[config.mk]
export PLATFORM = sky130hd
export DESIGN_NAME = ds3_rx_lcd
export DESIGN_NICKNAME = d
export VERILOG_FILES = /design/src/rtl/ds3_lcd_pkg.sv /design/src/rtl/lcd_cfg_regs.sv /design/src/rtl/lcd_line_sample.sv /design/src/rtl/lcd_decoder.sv /design/src/rtl/ds3_rx_lcd.sv
export SDC_FILE = /design/constraint.sdc
export NUM_CORES = 1
export LEC_CHECK = 0
export ABC_AREA = 1
export CAP_MARGIN = 30
export CORE_MARGIN = 3
export CORE_UTILIZATION = 42
export DETAILED_ROUTE_END_ITERATION = 6
export GPL_TIMING_DRIVEN = 0
export PLACE_DENSITY = 0.73
export SLEW_MARGIN = 20
export SYNTH_ARGS = -nofsm -noshare
export SYNTH_HDL_FRONTEND = slang
export SYNTH_SLANG_ARGS = --single-unit
[constraint.sdc]
create_clock -name clk -period 1.1 [get_ports clk]
set_clock_uncertainty 0.05 [all_clocks]
set_input_delay 0.275 -clock clk [delete_from_list [all_inputs] [get_ports clk]]
set_output_delay 0.275 -clock clk [all_outputs]
set_load 0.005 [all_outputs]
[src/rtl/ds3_lcd_pkg.sv]
package ds3_lcd_pkg;

  typedef struct packed {
    logic tx_loc_dis;
    logic rx_loc_dis;
    logic ami_sel;
    logic unipolar;
    logic tx_inv;
    logic rx_inv;
  } lcd_cfg_t;

  localparam lcd_cfg_t CFG_RST = '{tx_loc_dis: 1'b1, rx_loc_dis: 1'b1,
                                   ami_sel: 1'b0, unipolar: 1'b0,
                                   tx_inv: 1'b0, rx_inv: 1'b0};

  localparam int B_TXLD = 7;
  localparam int B_LOC  = 6;
  localparam int B_RXLD = 5;
  localparam int B_AMI  = 4;
  localparam int B_UNI  = 3;
  localparam int B_TXI  = 2;
  localparam int B_RXI  = 1;
  localparam int B_RFR  = 0;

  localparam int LOOKBEHIND = 3;

endpackage

[src/rtl/lcd_cfg_regs.sv]
module lcd_cfg_regs
  import ds3_lcd_pkg::*;
#(
  parameter int W = 8
) (
  input  logic         clk,
  input  logic         rst,
  input  logic         we,
  input  logic [W-1:0] wdata,
  input  logic         loc_in,
  output lcd_cfg_t     cfg,
  output logic [W-1:0] rdata,
  output logic         reframe
);

  logic unused_ro_bit;
  assign unused_ro_bit = wdata[B_LOC];

  always_ff @(posedge clk) begin
    if (rst) begin
      cfg     <= CFG_RST;
      reframe <= 1'b0;
    end else begin
      reframe <= we & wdata[B_RFR];
      if (we) begin
        cfg.tx_loc_dis <= wdata[B_TXLD];
        cfg.rx_loc_dis <= wdata[B_RXLD];
        cfg.ami_sel    <= wdata[B_AMI];
        cfg.unipolar   <= wdata[B_UNI];
        cfg.tx_inv     <= wdata[B_TXI];
        cfg.rx_inv     <= wdata[B_RXI];
      end
    end
  end

  always_comb begin
    rdata         = '0;
    rdata[B_TXLD] = cfg.tx_loc_dis;
    rdata[B_LOC]  = loc_in;
    rdata[B_RXLD] = cfg.rx_loc_dis;
    rdata[B_AMI]  = cfg.ami_sel;
    rdata[B_UNI]  = cfg.unipolar;
    rdata[B_TXI]  = cfg.tx_inv;
    rdata[B_RXI]  = cfg.rx_inv;
  end

endmodule

[src/rtl/lcd_line_sample.sv]
module lcd_line_sample #(
  parameter int LOC_CYCLES = 32
) (
  input  logic clk,
  input  logic rst,
  input  logic lclk,
  input  logic pos,
  input  logic neg,
  input  logic rx_inv,
  input  logic rx_loc_dis,
  output logic stb,
  output logic pos_s,
  output logic neg_s,
  output logic loc
);

  localparam int CW = $clog2(LOC_CYCLES + 1);

  logic          lclk_r, lclk_d;
  logic [CW-1:0] idle_cnt;
  logic          any_edge;
  logic          idle_full;

  always_ff @(posedge clk) begin
    if (rst) begin
      lclk_r <= 1'b0;
      lclk_d <= 1'b0;
      pos_s  <= 1'b0;
      neg_s  <= 1'b0;
    end else begin
      lclk_r <= lclk;
      lclk_d <= lclk_r;
      pos_s  <= pos;
      neg_s  <= neg;
    end
  end

  assign stb       = rx_inv ? (lclk_d & ~lclk_r) : (lclk_r & ~lclk_d);
  assign any_edge  = lclk_r ^ lclk_d;
  assign idle_full = (idle_cnt == CW'(LOC_CYCLES));

  always_ff @(posedge clk) begin
    if (rst) begin
      idle_cnt <= '0;
      loc      <= 1'b0;
    end else begin
      if (any_edge)        idle_cnt <= '0;
      else if (!idle_full) idle_cnt <= idle_cnt + 1'b1;
      loc <= idle_full & ~any_edge & ~rx_loc_dis;
    end
  end

endmodule

[src/rtl/lcd_decoder.sv]
module lcd_decoder
  import ds3_lcd_pkg::*;
(
  input  logic clk,
  input  logic rst,
  input  logic stb,
  input  logic pos,
  input  logic neg,
  input  logic unipolar,
  input  logic ami_sel,
  output logic dout,
  output logic dout_stb,
  output logic lcv
);

  logic [LOOKBEHIND-1:0] win;
  logic prev_pulse;
  logic pol_seen, pol_neg;
  logic pulse, is_neg, viol, subst;

  always_comb begin
    pulse  = unipolar ? pos : (pos | neg);
    is_neg = ~pos & neg;
    viol   = ~unipolar & pulse & pol_seen & (pol_neg == is_neg);
    subst  = viol & ~ami_sel & ~prev_pulse;
  end

  always_ff @(posedge clk) begin
    if (rst) begin
      win        <= '0;
      prev_pulse <= 1'b0;
      pol_seen   <= 1'b0;
      pol_neg    <= 1'b0;
      dout       <= 1'b0;
      dout_stb   <= 1'b0;
      lcv        <= 1'b0;
    end else begin
      dout_stb <= stb;
      lcv      <= 1'b0;
      if (stb) begin
        dout       <= win[LOOKBEHIND-1];
        prev_pulse <= pulse;
        lcv        <= viol & ~subst;
        if (subst) win <= '0;
        else       win <= {win[LOOKBEHIND-2:0], pulse};
        if (!unipolar && pulse) begin
          pol_seen <= 1'b1;
          pol_neg  <= is_neg;
        end
      end
    end
  end

endmodule

[src/rtl/ds3_rx_lcd.sv]
module ds3_rx_lcd
  import ds3_lcd_pkg::*;
#(
  parameter int LOC_CYCLES = 32,
  parameter int CFG_W      = 8
) (
  input  logic             clk,
  input  logic             rst,
  input  logic             cfg_we,
  input  logic [CFG_W-1:0] cfg_wdata,
  output logic [CFG_W-1:0] cfg_rdata,
  input  logic             rx_lclk,
  input  logic             rx_pos,
  input  logic             rx_neg,
  output logic             dout,
  output logic             dout_stb,
  output logic             lcv,
  output logic             reframe_req,
  output logic             loc,
  output logic             tx_unipolar,
  output logic             tx_clk_inv,
  output logic             tx_loc_dis
);

  lcd_cfg_t cfg;
  logic     stb, pos_s, neg_s;

  lcd_cfg_regs #(.W(CFG_W)) u_regs (
    .clk(clk), .rst(rst), .we(cfg_we), .wdata(cfg_wdata), .loc_in(loc),
    .cfg(cfg), .rdata(cfg_rdata), .reframe(reframe_req)
  );

  lcd_line_sample #(.LOC_CYCLES(LOC_CYCLES)) u_samp (
    .clk(clk), .rst(rst), .lclk(rx_lclk), .pos(rx_pos), .neg(rx_neg),
    .rx_inv(cfg.rx_inv), .rx_loc_dis(cfg.rx_loc_dis),
    .stb(stb), .pos_s(pos_s), .neg_s(neg_s), .loc(loc)
  );

  lcd_decoder u_dec (
    .clk(clk), .rst(rst), .stb(stb), .pos(pos_s), .neg(neg_s),
    .unipolar(cfg.unipolar), .ami_sel(cfg.ami_sel),
    .dout(dout), .dout_stb(dout_stb), .lcv(lcv)
  );

  assign tx_unipolar = cfg.unipolar;
  assign tx_clk_inv  = cfg.tx_inv;
  assign tx_loc_dis  = cfg.tx_loc_dis;

endmodule

* Word level (Yosys, flattened, before mapping) *
Cells that the tools add are included.

word-level totals
  output and inout bits = 16
  input bits = 14
  word-level logic and storage cells = 55
  flip-flop bits (word level) = 27

operators by class
  equality and inequality tests = 2
  $add $sub $neg = 1
  bitwise logic cells = 24
  mux-type cells = 3
  reductions and logical operators = 5

operators by type and width
  operator                                                       number
  1-bit bitwise AND                                              12
  1-bit inverter                                                 10
  6-bit by 1-bit adder with 6-bit output, second input constant  1
  6-bit == test, second input constant                           1
  2-bit OR reduction                                             2
  3-bit two-way mux                                              1
  1-bit two-way mux                                              2
  2-bit AND reduction                                            1
  1-bit == test                                                  1
  1-bit logical AND                                              1
  1-bit logical NOT                                              1
  1-bit OR                                                       1
  1-bit bitwise XOR                                              1

* Longest topological paths before layout *
  depth after elaboration = 9
  gate-level depth with buffers = 8
  gate-level depth less buffers = 8

* Hierarchy *
A second synthesis with hierarchy kept.

second synthesis, totals
  cells, all modules = 157
  area total of the unflattened synthesis = 1209.9 um^2

by module, submodules not included
  module           instances  area each (um^2)  seq. area each (um^2)  cells each
  lcd_line_sample  1          514.2             220.2                  63
  lcd_decoder      1          365.4             180.2                  47
  lcd_cfg_regs     1          330.3             140.1                  47

* Least setup slack after synthesis *
Ideal clock, no wire load.

  kind = register to register
  from = reg u_samp.lclk_d
  to = reg u_dec.prev_pulse
  buffers on the path = 0
  data required time = 935 ps
  path slack = -19 ps
  stages on the path, launching flop included = 8
  data arrival time = 955 ps
  period minus slack after synthesis = 1119 ps
  setup time = 115 ps
  cell sequence = dfxtp_1 inv_1 ha_1 nand2_2 nand2_4 inv_2 nor2_4 o21a_1

between the ends
  word-level cells in the longest chain between the ends = 3
  elaborated cells on any way between the ends = 4
  classes of those cells = 1 x mux; 3 x bitwise

RTL lines
  what                    line                   RTL
  from (decl)             lcd_line_sample.sv:19  logic lclk_r, lclk_d;
  from (signal assigned)  lcd_line_sample.sv:32  lclk_d <= lclk_r;
  1-bit inverter          lcd_line_sample.sv:38  assign stb = rx_inv ? (lclk_d & ~lclk_r) : (lclk_r & ~lclk_d);
  1-bit bitwise AND       lcd_line_sample.sv:38
  1-bit two-way mux (*)   lcd_line_sample.sv:38
  to (signal assigned)    lcd_decoder.sv:42      prev_pulse <= pulse;
  to (decl)               lcd_decoder.sv:17      logic prev_pulse;

Mark *: on every way between the ends. The rest lies on a longest branch, timed or not.
A chain may end at the register's enable or synchronous reset.

* Final worst setup path *
  from = reg u_regs.cfg[2] (netlist name)
  to = out cfg_rdata[3]

RTL lines
  what       line              RTL
  to (decl)  ds3_rx_lcd.sv:11  output logic [CFG_W-1:0] cfg_rdata,

No word-level cell between the ends.

==> qor.txt <==
Port buffer count = 26
R2R Setup Slk = -0.10 ns
Commonest cells after routing, fill and taps aside = nand2_1 (19), inv_1 (16), buf_6 (16), dfxtp_2 (16), nor2_1 (13)
Hold Path Class = input pin to flip-flop
Total track usage = 15.21%
Most common cell after layout, fill and taps aside = nand2_1
Worst EP arrival = 0.91 ns
Global placer's final weighted congestion = 0.7632
Post-synthesis cell type count = 27
Antenna violations before repair = 0
Vias in the first global route = 952
Sw frac = 29.30%
Seq pwr share = 55.1%
CTS tree = built
Post-route minimum period = 1.231 ns
Static Leakage = 0.7032 nW
DRT iter0 DRCs = 29
First-pass GRT wire length = 4029 microns
Clock root cell = clkbuf_4
R2R cell count = 7
Post-DP HPWL = 1640 microns
Clock-pin slew on the worst setup and hold paths = 0.15 ns
VDD IR max = 961.2 uV
Hold Path Stages = 2
Number of synthesized register bits = 27
Nets = 197
Antenna-violating nets left = 0
Post-synthesis sequential area ratio = 46.35%
Detailed Route WL = 2527 microns
Final instance area = 0.001705 sq mm
Ant. Diodes = 0
DR pass1 iterations = 4
Drt drc = 0
Syn_area_per_cell = 8.098 sq um
Initial core utilization = 45.42%
Total clock buffers created by CTS = 3
Final Hold Fails = 0
Final Util = 66.42%
Syn nets = 162
Synthesis Warnings = 0
# rows = 18
DIE WIDTH = 58.69 microns
Worst Slack Setup Final = -0.1313 ns
Pwr/cell area = 1202 mW/mm^2
RSZ-0062 raised after global routing = yes
Max Buffers Root-to-Sink = 2
Internal power = 1.449 mW
Die area = 0.003445 sq mm
Cts hold-fix bufs = 0
Via count = 1008
CP startpoint kind = flip-flop
Layout fillers = 212
Fraction of layout cells with a size suffix above 1 = 46.07%
Critical Path RT = 0.77 ns
Final period util = 111.9%
Area Growth Syn to Fin = 46.25%
Avg Vias per Cell = 4.846
Post-DP Area = 0.001469 sq mm
Core footprint = 0.002567 sq mm
Max Cap Viol = 0
Setup violators final = 22
Critical setup path kind = flip-flop to output port
Die Ht = 58.69 microns
Status = complete, but fails checks
Clock latency on the worst-skew pair = 0.34 ns
CP max FO = 3
Post-Synthesis Cell Area = 0.001166 sq mm
Comb pwr share = 23.5%
Failing checks = negative setup slack
Psw = 600.5 uW
Clk sinks = 27
Routed length per instance = 12.15 microns
Fin. max-slew vios = 0
Fmax = 0.8122 GHz
IO Pins = 30
Crit end category = output port
Largest net degree at the start of global routing = 17
GRT overflow = 0
Post-Syn Instances = 144
Clock power share = 21.5%
Htree depth = 1
[repair_timing]
item / CTS / global route
gates resized for setup: 98 / 30
setup buffers: 3 / 2
setup endpoints to repair: 26 / 30
gates cloned: 1 / 0
hold endpoints to repair: 0 / 0
pin swaps: 9 / 7
[layout make-up]
cell class,instances,area [sq um],area share [%]
repair buffers,31,276.5,16.21
well taps,30,37.54,2.201
multi-input cells,85,615.6,36.10
inverters,23,98.84,5.796
clock buffers,3,22.52,1.321
clock inverters,1,7.507,0.4402
plain buffers,8,86.33,5.062
flip-flops and latches,27,560.5,32.87
[cell usage after synthesis, drive strengths merged]
library cell / number / area, sq um
xnor2: 1 / 8.760
o21ai: 8 / 40.04
nand4: 2 / 18.77
xor2: 1 / 8.760
inv: 23 / 88.84
ha: 4 / 50.05
o31ai: 1 / 7.510
nor3: 2 / 10.01
conb: 1 / 3.750
a21oi: 12 / 67.57
dfxtp: 27 / 540.5
nor2: 18 / 77.58
buf: 10 / 82.58
nand3: 8 / 45.04
nand2: 25 / 108.9
o21a: 1 / 7.510
[critical path: stages, from the launching register on]
cell	delay (ns)
dfxtp_2	0.36
buf_6	0.11
buf_6	0.10
[power by group through the flow]
stage | combinational [mW] | clock [mW] | sequential, mW
3_3_place_gp | 0.365 | 0 | 1.12
3_5_place_dp | 0.375 | 0 | 1.13
4_1_cts | 0.411 | 0.446 | 1.12
6_report | 0.481 | 0.440 | 1.13
5_1_grt | 0.534 | 0.492 | 1.14
2_1_floorplan | 0.245 | 0 | 1.12
[final timing paths]
| path | end | start |
|---|---|---|
| worst max-delay path | cfg_rdata[3] | u_regs.cfg[2] |
| worst min-delay path | u_regs.reframe | rst |
| worst max register to register | u_dec.prev_pulse | u_samp.lclk_r |
| worst min register to register | u_dec.dout | u_dec.win[2] |
[kinds of logic after synthesis]
family	share of synthesized area (%)
xor+xnor	1.502
fa+ha+maj	4.292
flops	46.35
other cells	0.3216
buf+inv	14.70
compound gates	10.52
simple gates	22.32
[registers in the layout (all words and copies together) (netlist names)]
register / count
u_dec.win: 3
u_samp.loc: 1
u_samp.pos_s: 1
u_samp.lclk_d: 1
u_dec.dout_stb: 1
u_samp.lclk_r: 1
u_dec.pol_seen: 1
u_samp.neg_s: 1
u_dec.prev_pulse: 1
u_dec.lcv: 1
u_samp.idle_cnt: 6
u_dec.dout: 1
u_dec.pol_neg: 1
u_regs.cfg: 6
u_regs.reframe: 1
[layer usage]
metal,wire length (microns),global-route usage (%)
met5,0,0
met4,13,2.913
met3,172,4.825
met2,1201,26.63
met1,1140,18.37
[stage by stage]
step	hold slack, ns	instances	setup slack [ns]	total power [mW]	setup TNS (ns)
6_report	0.08609	208	-0.1313	2.049	-1.189
3_3_place_gp	0.3957	200	-0.3019	1.487	-2.883
5_1_grt	0.06986	208	-0.1768	2.165	-2.424
2_1_floorplan	0.3320	144	0.0006275	1.363	0
3_5_place_dp	0.4053	200	-0.3407	1.503	-3.408
4_1_cts	0.08247	206	-0.1361	1.977	-1.185
Power figures use the tool's default switching activity.
